**config.mk**
```make
export PLATFORM = sky130hd
export DESIGN_NAME = sprom_reader
export DESIGN_NICKNAME = d
export VERILOG_FILES = /design/src/rtl/sprom_pkg.sv /design/src/rtl/sprom_timer.sv /design/src/rtl/sprom_cmd_shift.sv /design/src/rtl/sprom_rx_shift.sv /design/src/rtl/sprom_fsm.sv /design/src/rtl/sprom_reader.sv
export SDC_FILE = /design/constraint.sdc
export NUM_CORES = 1
export LEC_CHECK = 0
export BUFFER_PORTS_ARGS = -buffer_cell sky130_fd_sc_hd__buf_4
export CAP_MARGIN = 20
export CORE_MARGIN = 4
export CORE_UTILIZATION = 50
export CTS_CLUSTER_SIZE = 12
export DETAILED_ROUTE_END_ITERATION = 7
export MAX_ROUTING_LAYER = met4
export PLACE_DENSITY = 0.73
export SLEW_MARGIN = 30
export SYNTH_ARGS = -nofsm -noshare
export SYNTH_HDL_FRONTEND = slang
export SYNTH_SLANG_ARGS = --single-unit
```
**constraint.sdc**
```tcl
create_clock -name clk_i -period 2.4 [get_ports clk_i]
set_input_delay 0.48 -clock clk_i [delete_from_list [all_inputs] [get_ports clk_i]]
set_output_delay 0.48 -clock clk_i [all_outputs]
set_load 0.05 [all_outputs]
```
**src/rtl/sprom_pkg.sv**
```systemverilog
package sprom_pkg;
  localparam int WORD_W = 16;
  localparam int OPC_W  = 3;
  localparam logic [OPC_W-1:0] OPC_READ = 3'b110;

  typedef enum logic [2:0] {
    ST_IDLE,
    ST_PRE,
    ST_SEL,
    ST_CMD_LO,
    ST_CMD_HI,
    ST_DAT_LO,
    ST_DAT_HI,
    ST_DONE
  } seq_st_e;
endpackage

```
**src/rtl/sprom_timer.sv**
```systemverilog
module sprom_timer #(
  parameter int DIV_W = 8
) (
  input  logic             clk_i,
  input  logic             rst_ni,
  input  logic             run_i,
  input  logic [DIV_W-1:0] half_i,
  output logic             tick_o
);
  logic [DIV_W-1:0] cnt_q;

  assign tick_o = run_i && (cnt_q == half_i - 1'b1);

  always_ff @(posedge clk_i or negedge rst_ni) begin
    if (!rst_ni)                cnt_q <= '0;
    else if (!run_i || tick_o)  cnt_q <= '0;
    else                        cnt_q <= cnt_q + 1'b1;
  end


  tick_range_chk: assert property (@(posedge clk_i) disable iff (!rst_ni)
    run_i |-> (cnt_q < half_i));
endmodule

```
**src/rtl/sprom_cmd_shift.sv**
```systemverilog
module sprom_cmd_shift import sprom_pkg::*; #(
  parameter int AW_MAX    = 8,
  parameter int AW_NARROW = 6
) (
  input  logic              clk_i,
  input  logic              rst_ni,
  input  logic              load_i,
  input  logic              wide_i,
  input  logic [AW_MAX-1:0] addr_i,
  input  logic              shift_i,
  output logic              nxt_bit_o,
  output logic              last_o
);
  localparam int CMD_W = OPC_W + AW_MAX;
  localparam int CNT_W = $clog2(CMD_W + 1);
  localparam logic [CNT_W-1:0] LEN_WIDE   = CNT_W'(CMD_W);
  localparam logic [CNT_W-1:0] LEN_NARROW = CNT_W'(OPC_W + AW_NARROW);

  logic [CMD_W-1:0] sr_q, sr_d, narrow_img;
  logic [CNT_W-1:0] left_q, left_d;

  // narrow command left-aligned so the MSB is always the next bit out
  generate
    if (AW_MAX > AW_NARROW) begin : g_pad
      assign narrow_img = {OPC_READ, addr_i[AW_NARROW-1:0], {(AW_MAX-AW_NARROW){1'b0}}};
    end else begin : g_nopad
      assign narrow_img = {OPC_READ, addr_i[AW_NARROW-1:0]};
    end
  endgenerate

  always_comb begin
    sr_d   = sr_q;
    left_d = left_q;
    if (load_i) begin
      sr_d   = wide_i ? {OPC_READ, addr_i} : narrow_img;
      left_d = wide_i ? LEN_WIDE : LEN_NARROW;
    end else if (shift_i) begin
      sr_d   = {sr_q[CMD_W-2:0], 1'b0};
      left_d = left_q - 1'b1;
    end
  end

  always_ff @(posedge clk_i or negedge rst_ni) begin
    if (!rst_ni) begin
      sr_q   <= '0;
      left_q <= '0;
    end else begin
      sr_q   <= sr_d;
      left_q <= left_d;
    end
  end

  assign nxt_bit_o = sr_d[CMD_W-1];
  assign last_o    = (left_q == CNT_W'(1));


  cmd_underrun_chk: assert property (@(posedge clk_i) disable iff (!rst_ni)
    shift_i |-> (left_q != '0));
endmodule

```
**src/rtl/sprom_rx_shift.sv**
```systemverilog
module sprom_rx_shift import sprom_pkg::*; (
  input  logic              clk_i,
  input  logic              rst_ni,
  input  logic              clear_i,
  input  logic              sample_i,
  input  logic              sd_i,
  output logic [WORD_W-1:0] word_o,
  output logic              full_o
);
  localparam int CNT_W = $clog2(WORD_W + 1);

  logic [WORD_W-1:0] sr_q;
  logic [CNT_W-1:0]  cnt_q;

  always_ff @(posedge clk_i or negedge rst_ni) begin
    if (!rst_ni) begin
      sr_q  <= '0;
      cnt_q <= '0;
    end else if (clear_i) begin
      sr_q  <= '0;
      cnt_q <= '0;
    end else if (sample_i) begin
      sr_q  <= {sr_q[WORD_W-2:0], sd_i};
      cnt_q <= cnt_q + 1'b1;
    end
  end

  assign word_o = sr_q;
  assign full_o = (cnt_q == CNT_W'(WORD_W));


  rx_overrun_chk: assert property (@(posedge clk_i) disable iff (!rst_ni)
    sample_i |-> !full_o);
endmodule

```
**src/rtl/sprom_fsm.sv**
```systemverilog
module sprom_fsm import sprom_pkg::*; (
  input  logic clk_i,
  input  logic rst_ni,
  input  logic req_i,
  input  logic tick_i,
  input  logic cmd_last_i,
  input  logic cmd_nxt_i,
  input  logic rx_full_i,
  output logic busy_o,
  output logic run_o,
  output logic load_o,
  output logic cmd_shift_o,
  output logic rx_sample_o,
  output logic fin_o,
  output logic done_o,
  output logic sel_o,
  output logic sclk_o,
  output logic sout_o
);
  seq_st_e st_q, st_d;
  logic    sel_q, sclk_q, sout_q;

  always_comb begin
    st_d = st_q;
    unique case (st_q)
      ST_IDLE:   if (req_i)  st_d = ST_PRE;
      ST_PRE:    if (tick_i) st_d = ST_SEL;
      ST_SEL:    if (tick_i) st_d = ST_CMD_LO;
      ST_CMD_LO: if (tick_i) st_d = ST_CMD_HI;
      ST_CMD_HI: if (tick_i) st_d = cmd_last_i ? ST_DAT_LO : ST_CMD_LO;
      ST_DAT_LO: if (tick_i) st_d = rx_full_i ? ST_DONE : ST_DAT_HI;
      ST_DAT_HI: if (tick_i) st_d = ST_DAT_LO;
      ST_DONE:               st_d = ST_IDLE;
      default:               st_d = ST_IDLE;
    endcase
  end

  // pins come from flops loaded with the next-state decode: glitch-free, no added latency
  always_ff @(posedge clk_i or negedge rst_ni) begin
    if (!rst_ni) begin
      st_q   <= ST_IDLE;
      sel_q  <= 1'b0;
      sclk_q <= 1'b0;
      sout_q <= 1'b0;
    end else begin
      st_q   <= st_d;
      sel_q  <= st_d inside {ST_SEL, ST_CMD_LO, ST_CMD_HI, ST_DAT_LO, ST_DAT_HI};
      sclk_q <= st_d inside {ST_CMD_HI, ST_DAT_HI};
      sout_q <= (st_d inside {ST_CMD_LO, ST_CMD_HI}) && cmd_nxt_i;
    end
  end

  assign busy_o      = (st_q != ST_IDLE);
  assign run_o       = (st_q != ST_IDLE) && (st_q != ST_DONE);
  assign load_o      = (st_q == ST_IDLE) && req_i;
  assign cmd_shift_o = (st_q == ST_CMD_HI) && tick_i;
  assign rx_sample_o = (st_q == ST_DAT_HI) && tick_i;
  assign fin_o       = (st_q == ST_DAT_LO) && tick_i && rx_full_i;
  assign done_o      = (st_q == ST_DONE);
  assign sel_o       = sel_q;
  assign sclk_o      = sclk_q;
  assign sout_o      = sout_q;


  sclk_gate_chk: assert property (@(posedge clk_i) disable iff (!rst_ni)
    !sel_o |-> !sclk_o);

  sout_setup_chk: assert property (@(posedge clk_i) disable iff (!rst_ni)
    !$stable(sout_o) |-> !sclk_o);

  start_sel_low_chk: assert property (@(posedge clk_i) disable iff (!rst_ni)
    $rose(busy_o) |-> !sel_o);

  done_pulse_chk: assert property (@(posedge clk_i) disable iff (!rst_ni)
    done_o |=> (!done_o && !busy_o));

  done_release_chk: assert property (@(posedge clk_i) disable iff (!rst_ni)
    done_o |-> (!sel_o && busy_o));
endmodule

```
**src/rtl/sprom_reader.sv**
```systemverilog
module sprom_reader import sprom_pkg::*; #(
  parameter int AW_MAX    = 8,
  parameter int AW_NARROW = 6,
  parameter int DIV_W     = 8,
  parameter int HALF_DEF  = 17
) (
  input  logic              clk_i,
  input  logic              rst_ni,
  input  logic              req_i,
  input  logic [AW_MAX-1:0] addr_i,
  input  logic              wide_i,
  input  logic [DIV_W-1:0]  half_i,
  output logic              busy_o,
  output logic              done_o,
  output logic [WORD_W-1:0] data_o,
  output logic              sel_o,
  output logic              sclk_o,
  output logic              sout_o,
  input  logic              sin_i
);
  localparam logic [DIV_W-1:0] HALF_DEF_V = DIV_W'(HALF_DEF);

  logic              tick, run, load, cmd_shift, cmd_last, cmd_nxt;
  logic              rx_sample, rx_full, fin;
  logic [DIV_W-1:0]  half_q;
  logic [WORD_W-1:0] rx_word, data_q;

  always_ff @(posedge clk_i or negedge rst_ni) begin
    if (!rst_ni) begin
      half_q <= HALF_DEF_V;
      data_q <= '0;
    end else begin
      if (load) half_q <= (half_i == '0) ? HALF_DEF_V : half_i;
      if (fin)  data_q <= rx_word;
    end
  end

  sprom_timer #(.DIV_W(DIV_W)) u_timer (
    .clk_i  (clk_i),
    .rst_ni (rst_ni),
    .run_i  (run),
    .half_i (half_q),
    .tick_o (tick)
  );

  sprom_cmd_shift #(.AW_MAX(AW_MAX), .AW_NARROW(AW_NARROW)) u_cmd (
    .clk_i     (clk_i),
    .rst_ni    (rst_ni),
    .load_i    (load),
    .wide_i    (wide_i),
    .addr_i    (addr_i),
    .shift_i   (cmd_shift),
    .nxt_bit_o (cmd_nxt),
    .last_o    (cmd_last)
  );

  sprom_rx_shift u_rx (
    .clk_i    (clk_i),
    .rst_ni   (rst_ni),
    .clear_i  (load),
    .sample_i (rx_sample),
    .sd_i     (sin_i),
    .word_o   (rx_word),
    .full_o   (rx_full)
  );

  sprom_fsm u_fsm (
    .clk_i       (clk_i),
    .rst_ni      (rst_ni),
    .req_i       (req_i),
    .tick_i      (tick),
    .cmd_last_i  (cmd_last),
    .cmd_nxt_i   (cmd_nxt),
    .rx_full_i   (rx_full),
    .busy_o      (busy_o),
    .run_o       (run),
    .load_o      (load),
    .cmd_shift_o (cmd_shift),
    .rx_sample_o (rx_sample),
    .fin_o       (fin),
    .done_o      (done_o),
    .sel_o       (sel_o),
    .sclk_o      (sclk_o),
    .sout_o      (sout_o)
  );

  assign data_o = data_q;


  data_hold_chk: assert property (@(posedge clk_i) disable iff (!rst_ni)
    !$stable(data_q) |-> done_o);

  cfg_hold_chk: assert property (@(posedge clk_i) disable iff (!rst_ni)
    busy_o |=> $stable(half_q));
endmodule

```
Word level (Yosys, flattened, before mapping)
Cells that the tools add are included.
Operators by class
  equality and inequality tests: 16
  reductions and logical operators: 18
  mux-type cells: 22
  add/sub/neg operators: 4
Operators with widths (number)
  $mux W16: 2
  $mux W3: 8
  $mux W8: 3
  $pmux W3 S8: 1
  $mux W11: 2
  $eq A3 B3 Y1 const B: 7
  $eq A3 B2 Y1 const B: 4
  $mux W5: 2
  $add A8 B1 Y8 const B: 1
  $eq A8 B8 Y1: 1
  $logic_and A1 B1 Y1: 8
  $logic_not A8 Y1: 1
  $mux W4: 2
  $reduce_bool A2 Y1: 4
  $sub A8 B1 Y8 const B: 1
  $add A5 B1 Y5 const B: 1
  $eq A5 B5 Y1 const B: 1
  $reduce_bool A5 Y1: 1
  $eq A4 B1 Y1 const B: 1
  $sub A4 B1 Y4 const B: 1
  $eq A3 B1 Y1 const B: 1
  $logic_not A3 Y1: 1
  $ne A3 B3 Y1 const B: 1
  $reduce_bool A3 Y1: 1
  other kinds (4): 4
Storage, ports and cells
  bits in registers: 74
  logic and storage cells: 72
  input port bits: 21

Depth between registers and ports, before layout
Gate-level depths: netlist of run 1.
  depth in word-level cells: 8
  mapped depth: 11
  depth with buffers taken out: 9

By module
From an unflattened synthesis of run 1, not the netlist that was laid out.
Unflattened totals
  cells, all modules: 324
  area, all modules: 3847.4 um2
Modules (own cells, without submodules)
  sprom_rx_shift: instances 1, cells each 79, area an instance 947.2 um2
  sprom_reader: instances 1, cells each 55, area an instance 919.6 um2
  sprom_cmd_shift: instances 1, cells each 67, area an instance 837.1 um2
  sprom_timer: instances 1, cells each 77, area an instance 701.9 um2
  sprom_fsm: instances 1, cells each 46, area an instance 441.7 um2

Worst setup path before layout of run 1
No wires, ideal clock.
  path kind: register to register
  start: reg half_q[0]
  end: reg u_cmd.sr_q[7]
  setup slack: 60 ps
  cell stages (with the launch flop): 11
  clock period less this slack: 2340 ps
  data arrival time: 2214 ps
  cell sequence: dfstp_2 -> inv_1 -> ha_1 -> xnor2_1 -> and4b_1 -> a41oi_1 -> nand2_1 -> buf_2 -> and3_1 -> buf_2 -> a221o_1
Between the ends
  longest elaborated chain between the ends: 5
Ends and longest elaborated chain
  from (decl): RTL line sprom_reader.sv:25  | logic [DIV_W-1:0] half_q;
  from (signal assigned): RTL line sprom_reader.sv:33  | if (load) half_q <= (half_i == '0) ? HALF_DEF_V : half_i;
  $sub A8 B1 Y8: RTL line sprom_timer.sv:12  | assign tick_o = run_i && (cnt_q == half_i - 1'b1);
  $eq A8 B8 Y1: RTL line sprom_timer.sv:12
  $logic_and A1 B1 Y1: RTL line sprom_timer.sv:12
  $logic_and A1 B1 Y1: RTL line sprom_fsm.sv:56  | assign cmd_shift_o = (st_q == ST_CMD_HI) && tick_i;
  $reduce_bool A2 Y1 (no source line)
  to (signal assigned): RTL line sprom_cmd_shift.sv:48  | sr_q <= sr_d;
  to (decl): RTL line sprom_cmd_shift.sv:19  | logic [CMD_W-1:0] sr_q, sr_d, narrow_img;
Every way passes these cells.
A chain may end at the register's enable or synchronous reset.

Final worst setup path of run 1
  start: reg half_q[0]
  end: reg data_q[5] (netlist: data_o[5])
Between the ends
  longest elaborated chain between the ends: 5
Ends and longest elaborated chain
  $sub A8 B1 Y8: RTL line sprom_timer.sv:12
  $eq A8 B8 Y1: RTL line sprom_timer.sv:12
  $logic_and A1 B1 Y1: RTL line sprom_timer.sv:12
  $logic_and A1 B1 Y1 (2 in series): RTL line sprom_fsm.sv:58  | assign fin_o = (st_q == ST_DAT_LO) && tick_i && rx_full_i;
  to (signal assigned): RTL line sprom_reader.sv:34  | if (fin) data_q <= rx_word;
  to (decl): RTL line sprom_reader.sv:26  | logic [WORD_W-1:0] rx_word, data_q;
Every way passes these cells.

==> impl_metrics.toml, run 1 <==
[sta]
worst_pin_slew_ns = 0.594
skew_ns = 0.0101
whs_ns = 0.0828
setup_viol = 0
drv_slew = 0
tns_ns = 0
period_share_pct = 97.3
hold_viol = 0
post-route-min-period_ns = 2.33
max_freq_ghz = 0.428
slew_headroom_pct = 60.1

[power]
powerDensity_nw_per_um2 = 1080
pwr-share-comb_pct = 34.1
ir_drop_mv = 0.566
clkPwrFrac_pct = 22.4
switching_share_pct = 36.1
p_int_mw = 3.01
p_seq_share_pct = 43.4
p_leak_nw = 2.06
power_switching_mw = 1.70

[floorplanning]
io_pins = 42
start_util_pct = 51.4
die_w_um = 91.6
die_area_sq_um = 8380
die_h_um = 91.6
fp.coreArea_sq_um = 6790
placementRows = 30

[yosys]
synth_compound_area_share_pct = 12.6
yosys-top-cells-count = "dfrtp_1 (72), nand2_1 (48), o21ai_0 (37)"
synth_area_leaders = "dfrtp_1 (52%), o21ai_0 (5.3%), nand2_1 (5.2%)"
yosys.area_share.simple_pct = 19.2
synth_top_area_share_pct = 51.6
synth_top_family_by_area = "simple AND/OR/NAND/NOR gates"
syn_area_sq_um = 3490
ys_seq_area_share_pct = 53.1
synth_flop_cell = "dfrtp_1"
synth.most_common_cell = "dfrtp_1"
postSynth.asyncResetShare_pct = 100
synth.largest_area_cell = "dfrtp_1"
synthCells = 368
synth-adder-area-share_pct = 2.15
syn_area_per_cell_sq_um = 9.49
synth_cell_types = 45
synth_edf_count = 0
synth.area.mux_share_pct = 2.33
ys_warn_count = 0
synth-seq-cells = 74
yosys.area_share.xor_xnor_pct = 4.77
synth_fp_nets = 395

[drt]
met1_length_mm = 3.56
via_per_inst = 5.28
vias = 2790
wl_mm = 7.59
dr_wl_met2_mm = 3.57
met3_length_um = 343
drt-initial-drc-count = 153
wl_per_cell_um = 14.4
ant_nets = 0
dr.pass1.iters = 5
top_layer = "met4"
drcViolationCount = 0

[critical_path]
r2r_start = "half_q[0]$_DFFE_PN1P_"
path_common_cell = "buf_4"
ff2ff_setup_slack_ns = 0.07
critPathCaptureType = "flip-flop"
path_cells = "inv_2 > ha_4 > a311o_1 > a211oi_2 > buf_4 > nand4b_1 > buf_4 > buf_2 > nand2_1 > o21ai_0"
cp_slowest_cell = "dfstp_2"
max_stage_delay_ns = 0.55
timing.critical_path.required_ns = 2.64
rr_endpoint = "data_o[5]$_DFFE_PN0P_"
reg2reg_depth = 10
cp-start-kind = "flip-flop"
arrival_ns = 2.57
criticalPathCategory = "flip-flop to flip-flop"
crit_fanout = 10

[job]
max_cap_violations = 0

[cells_and_area]
fillers = 559
diodes = 0
layout-drive-gt1-share_pct = 24.1
seqCellArea_sq_um = 1850
area_delta_synth_final_pct = 25.3
multi_input_area_sq_um = 1520
finalNetCount = 455

[cts]
cts_buffers = 9
clock-sinks = 74
clkTransAtPathRegs_ns = 0.08
clk_latency_ns = 0.35
holdBufCountCts = 0
cts_tree = "done"
cts_buffer_depth = 2
htreeDepth = 3
cts-root-buf = "clkbuf_8"

[min_path]
min_path_type = "input pin to async pin"

[grt]
gr-usage-all-layers_pct = 19.1
grt_remaining_overflow = 0
grt_max_degree = 40
grt_pass1_vias = 2736
grt_first_pass_wirelength_mm = 12.4
antenna_found_initial = 0

[place]
port_buffers = 41
globalplace.congestion = 0.850
hpwlAfterDp_mm = 5.22

[run_status]
outcome = "finished clean"
kinds of logic after synthesis:
family	count (synthesis)
fa+ha+maj	6
simple gates	140
xor+xnor	19
compound gates	69
buf+inv	52
flops	74
mux	8
cell usage in the layout (no fill, tap or decap), drive strengths merged, types with 7 or more instances in the layout:
cell / n
xor2: 12
o21ai: 38
mux2i: 7
nand2: 48
inv: 33
clkbuf: 9
a21oi: 7
nor2: 27
xnor2: 7
buf: 69
nand3: 27
a221o: 7
dfrtp: 72
state kept, by name, indices dropped and copies added, names as in the netlist:
signal / flops
half_q: 8
u_fsm.sclk_o: 1
u_fsm.sel_o: 1
u_timer.cnt_q: 8
u_rx.cnt_q: 5
u_rx.word_o: 16
u_cmd.left_q: 4
u_cmd.sr_q: 11
u_fsm.st_q: 3
u_fsm.sout_o: 1
data_o: 16
layout make-up:
cell class,instances,share of cell area (%)
Clock buffer,9,2.83
Clock inverter,6,2.09
Inverter,32,2.75
Multi-Input combinational cell,242,34.8
Sequential cell,74,42.4
Tap cell,96,2.75
Timing Repair Buffer,69,12.4
power by group through the flow:
stage | logic [mW] | clock network (mW) | registers, mW
after floorplan | 1.02 | 0 | 2.01
after global placement | 1.40 | 0 | 2.05
after detailed placement | 1.46 | 0 | 2.06
after CTS | 1.48 | 1.07 | 2.04
after global routing | 1.81 | 1.13 | 2.11
final | 1.61 | 1.06 | 2.05
worst max-delay path by stage:
stage	startpoint	end	slack, ns	depth (start not counted)
after floorplan	half_q[0]$_DFFE_PN1P_	u_cmd.sr_q[7]$_DFFE_PN0P_	0.06	10
after CTS	half_q[0]$_DFFE_PN1P_	u_cmd.sr_q[7]$_DFFE_PN0P_	0.002	10
after global placement	half_q[0]$_DFFE_PN1P_	u_fsm.sout_o$_DFF_PN0_	0.02	10
final	half_q[0]$_DFFE_PN1P_	data_o[5]$_DFFE_PN0P_	0.07	10
after global routing	half_q[0]$_DFFE_PN1P_	data_o[0]$_DFFE_PN0P_	-0.01	11
after detailed placement	half_q[0]$_DFFE_PN1P_	u_cmd.sr_q[7]$_DFFE_PN0P_	-0.03	10
worst max-delay path: cells and delay by family (launching register included):
| kind | cells | cell delay [ns] |
|---|---|---|
| buffers and inverters | 4 | 0.62 |
| AND/OR/NAND/NOR | 2 | 0.21 |
| adder cells (fa/ha/maj) | 1 | 0.17 |
| AO/OA/AOI/OAI | 3 | 0.67 |
| flip-flops | 1 | 0.55 |
timing repair:
action / in CTS / in global routing
gates resized for setup: 1 / 26
setup buffers: 1 / 7
gates cloned: 0 / 1
endpoints found under the setup margin: 23 / 52
pin swaps: 1 / 12
stage by stage:
step | cell area [sq um] | cells | utilization, % | total power, mW | setup WS (ns)
floorplan | 3490 | 368 | - | 3.03 | 0.0601
CTS | 4210 | 521 | 62.0 | 4.59 | 0.00208
detailed placement | 3990 | 505 | 58.7 | 3.52 | -0.0295
global route | 4370 | 528 | 64.4 | 5.04 | -0.0119
global placement | 3990 | 505 | 58.7 | 3.44 | 0.0224
finish | 4370 | 528 | 64.4 | 4.71 | 0.0660
per-layer routing:
layer,vias up,GRT usage (%)
li1,1364,-
met1,1344,24.3
met2,72,29.1
met3,10,5.88
met4,0,6.16
met5,-,-
Note: power is estimated with default switching activity, not from simulation.
==> run 2: changes to the inputs <==
ABC_CLOCK_PERIOD_IN_PS = 2400   (was default)
BUFFER_PORTS_ARGS = default   (was -buffer_cell sky130_fd_sc_hd__buf_4)
DONT_BUFFER_PORTS = 1   (was default)
PLACE_DENSITY = 0.68   (was 0.73)
==> impl_metrics.toml, run 2 (synthesis results as in run 1) <==
[job]
max_cap_violations = 0

[sta]
rsz0062_at_grt = "false"
drv_slew = 0
hold_viol = 0
skew_ns = 0.00830
slew_headroom_pct = 59.0
worst_slack_ns = 0.109
max_freq_ghz = 0.437
post-route-min-period_ns = 2.29
worst_pin_slew_ns = 0.615
tns_ns = 0
setup_viol = 0
whs_ns = 0.0102
period_share_pct = 95.4

[cts]
cts_tree = "done"
clk_latency_ns = 0.34
cts_buffers = 9
cts-root-buf = "clkbuf_8"
clock-sinks = 74
clkTransAtPathRegs_ns = 0.08
htreeDepth = 3
cts_buffer_depth = 2

[drt]
drcViolationCount = 0
vias = 2584
ant_nets = 0
wl_per_cell_um = 15.3
via_per_inst = 5.35
wl_mm = 7.38
dr.pass1.iters = 4
drt-initial-drc-count = 178

[critical_path]
r2r_start = "half_q[0]$_DFFE_PN1P_"
timing.critical_path.required_ns = 2.62
cp-start-kind = "flip-flop"
criticalPathCategory = "flip-flop to flip-flop"
critPathCaptureType = "flip-flop"
arrival_ns = 2.51
crit_fanout = 9
ff2ff_setup_slack_ns = 0.11
cp-startpoint = "half_q[0]$_DFFE_PN1P_"

[cells_and_area]
layout-drive-gt1-share_pct = 14.2
area_delta_synth_final_pct = 13.9
fin_area_sq_um = 3980
postLayoutCoreUtil_pct = 58.5
finalNetCount = 409
multi_input_area_sq_um = 1490
finish.cell_count_without_fillers = 483
diodes = 0
seqCellArea_sq_um = 1850
final_cell_mix = "dfrtp_1 (72), nand2_1 (47), o21ai_0 (36), inv_1 (31)"
fillers = 578
layout_commonest_cell = "dfrtp_1"

[place]
pre_cts_ws_ns = -0.0332
port_buffers = 0
placed_area_sq_um = 3660
hpwlAfterDp_mm = 4.80
placedCellCount = 462
globalplace.congestion = 0.886

[grt]
grt_pass1_vias = 2439
grt_remaining_overflow = 0
grt_max_degree = 75
antenna_found_initial = 0
gr-usage-all-layers_pct = 18.0
grt_first_pass_wirelength_mm = 11.8

[power]
p_leak_nw = 1.81
finalPower_mw = 4.39
powerDensity_nw_per_um2 = 1100
ir_drop_mv = 0.487

[min_path]
min_path_type = "input pin to async pin"

[floorplanning]
io_pins = 42
placementRows = 30
die_w_um = 91.6
start_util_pct = 51.4
die_area_sq_um = 8380
fp.coreArea_sq_um = 6790
die_h_um = 91.6

[run_status]
outcome = "finished clean"
[run 2: path summary, 6_finish.rpt]
path,endpoint,cells after the start
worst max register to register,u_cmd.sr_q[2]$_DFFE_PN0P_,10
worst min-delay path,half_q[5]$_DFFE_PN0P_,1
worst max-delay path,u_cmd.sr_q[2]$_DFFE_PN0P_,10
max in group asynchronous,half_q[0]$_DFFE_PN1P_,1
min in group clk_i,half_q[2]$_DFFE_PN0P_,2
worst min register to register,u_cmd.sr_q[8]$_DFFE_PN0P_,2
[run 2: worst max-delay path, stage by stage (launching register included)]
cell     delay (ns)
dfstp_2        0.55
inv_2          0.05
ha_4           0.17
xnor2_1        0.12
and4b_1        0.19
a41oi_2        0.17
nand2_2        0.11
buf_6          0.14
and3_4         0.15
buf_4          0.16
a221o_1        0.36
[run 2: routing by layer]
layer  global-route usage (%)  share of wire [%]  up-vias
met1                     25.1                 47     1255
met3                     3.81                5.4        3
li1                         -                  -     1275
met5                        -                  0        -
met2                     26.1                 47       51
met4                     6.41               0.54        0
[run 2: report_power, final]
part / internal, mW / leakage (nW) / switching (mW)
Clock: 0.403 / 0.0847 / 0.482
Sequential: 1.68 / 0.940 / 0.439
Combinational: 0.655 / 0.783 / 0.726
[run 2: timing repair]
action / 4_1_cts / 5_1_grt
gates cloned: 0 / 1
pin swaps: 1 / 7
setup buffers: 1 / 3
hold endpoints to repair: 74 / 0
hold buffers: 1 / 0
endpoints found under the setup margin: 17 / 60
gates resized for setup: 1 / 18
[run 2: layout make-up]
type,count,share of cell area (%)
clock buffer,10,3.46
inverter,32,3.02
sequential,74,46.6
tap,96,3.02
multi-input combinational,242,37.5
timing repair buffer,23,5.38
clock inverter,6,1.04
==> run 3: changes to the inputs <==
CORE_MARGIN = 5   (was 4)
==> impl_metrics.toml, run 3 (synthesis results as in run 1) <==
[cells_and_area]
layout-drive-gt1-share_pct = 17.9
fin_area_sq_um = 4150
seqCellArea_sq_um = 1850
fillers = 558
diodes = 0
finalNetCount = 414
finish.cell_count_without_fillers = 487
area_delta_synth_final_pct = 18.7
multi_input_area_sq_um = 1560
postLayoutCoreUtil_pct = 61.0
layout_commonest_cell = "dfrtp_1"
final_cell_mix = "dfrtp_1 (72), nand2_1 (40), inv_1 (31), nand3_1 (26), nor2_1 (25)"

[critical_path]
reg2reg_depth = 10
arrival_ns = 2.65
cp-start-kind = "flip-flop"
rr_endpoint = "data_o[15]$_DFFE_PN0P_"
r2r_start = "half_q[0]$_DFFE_PN1P_"
timing.critical_path.required_ns = 2.63
criticalPathCategory = "flip-flop to flip-flop"
crit_fanout = 8
critPathCaptureType = "flip-flop"
ff2ff_setup_slack_ns = -0.02
path_cells = "inv_2 > ha_4 > xor2_1 > nand3_1 > a211oi_4 > buf_6 > nand4b_1 > buf_6 > buf_12 > mux2_2"
max_stage_delay_ns = 0.54
cp_slowest_cell = "dfstp_2"
path_common_cell = "buf_6"

[cts]
clk_latency_ns = 0.34
clkTransAtPathRegs_ns = 0.07
htreeDepth = 3
cts_tree = "done"
cts-root-buf = "clkbuf_8"
clock-sinks = 74
cts_buffers = 9
cts_buffer_depth = 2

[sta]
skew_ns = 0.00658
period_share_pct = 101
drv_slew = 0
hold_viol = 0
setup_viol = 1
worst_pin_slew_ns = 0.641
worst_slack_ns = -0.0226
post-route-min-period_ns = 2.42
max_freq_ghz = 0.413
slew_headroom_pct = 56.9
rsz0062_at_grt = "true"

[run_status]
violations = "negative setup slack"
outcome = "finished with violations"

[grt]
grt_pass1_vias = 2626
grt_max_degree = 75
antenna_found_initial = 0
gr-usage-all-layers_pct = 17.9
grt_first_pass_wirelength_mm = 12.2
grt_remaining_overflow = 0

[place]
globalplace.congestion = 0.906
placedCellCount = 463
hpwlAfterDp_mm = 4.77
placed_area_sq_um = 3680
port_buffers = 0

[drt]
drt-initial-drc-count = 203
wl_per_cell_um = 15.6
via_per_inst = 5.47
ant_nets = 0
drcViolationCount = 0
wl_mm = 7.62
vias = 2663
dr.pass1.iters = 4

[floorplanning]
io_pins = 42
die_h_um = 93.6
die_area_sq_um = 8750
die_w_um = 93.6
start_util_pct = 51.4
placementRows = 30
fp.coreArea_sq_um = 6790

[power]
ir_drop_mv = 0.461
p_leak_nw = 1.88
powerDensity_nw_per_um2 = 1110

[min_path]
min_path_type = "input pin to async pin"

[job]
max_cap_violations = 0
==> run 3: metal layers <==
layer  wire length (um)  share of wire, %  global-route usage, %  vias up
li1                   -                 -                      -     1287
met1               3440                45                   24.0     1308
met2               3640                48                   25.8       56
met3                428               5.6                   4.67       12
met4                109               1.4                   7.82        0
met5                  0                 0                      -        -
==> run 3: report_power, final <==
group	switching (mW)	internal [mW]	total, mW
Combinational	0.831	0.754	1.58
Sequential	0.414	1.68	2.10
Clock	0.429	0.501	0.930
Total	1.67	2.94	4.61
==> run 3: worst max-delay path, delay by kind of cell (launching register included) <==
family	cells	cell delay, ns
XOR/XNOR	1	0.14
buffers and inverters	4	0.53
multiplexers	1	0.26
flip-flops	1	0.54
AND/OR/NAND/NOR	2	0.25
adder cells (fa/ha/maj)	1	0.25
AO/OA/AOI/OAI	1	0.34
==> run 3: what timing repair did <==
action | in CTS | in global routing
hold buffers | 1 | 0
hold endpoints to repair | 74 | 0
resized for setup | 8 | 42
cloned | 0 | 2
pin swaps | 2 | 11
endpoints found under the setup margin | 34 | 49
buffers inserted | 2 | 4
==> run 3: stage by stage <==
step           hold slack, ns  power [mW]  TNS [ns]  setup slack [ns]
6_report               0.0204        4.61   -0.0226           -0.0226
3_5_place_dp            0.187        3.44     -1.14            -0.115
2_1_floorplan           0.184        3.03         0            0.0601
3_3_place_gp            0.188        3.39    -0.142           -0.0215
5_1_grt                0.0399        4.97     -1.60            -0.123
4_1_cts                0.0328        4.48         0           0.00680
==> run 3: final cells by class <==
class,instances,area share (%)
Tap cell,96,2.90
Inverter,32,2.90
Clock buffer,12,3.50
Multi-Input combinational cell,242,37.6
Sequential cell,74,44.7
Timing Repair Buffer,28,7.43
Clock inverter,3,0.966
==> run 3: worst max-delay path by stage <==
stage / end / startpoint / depth (start not counted)
floorplan: u_cmd.sr_q[7]$_DFFE_PN0P_ / half_q[0]$_DFFE_PN1P_ / 10
global placement: u_timer.cnt_q[7]$_DFF_PN0_ / half_q[0]$_DFFE_PN1P_ / 9
detailed placement: u_timer.cnt_q[4]$_DFF_PN0_ / half_q[0]$_DFFE_PN1P_ / 9
CTS: u_rx.cnt_q[4]$_DFFE_PN0P_ / half_q[0]$_DFFE_PN1P_ / 7
global route: data_o[15]$_DFFE_PN0P_ / half_q[0]$_DFFE_PN1P_ / 10
finish: data_o[15]$_DFFE_PN0P_ / half_q[0]$_DFFE_PN1P_ / 10
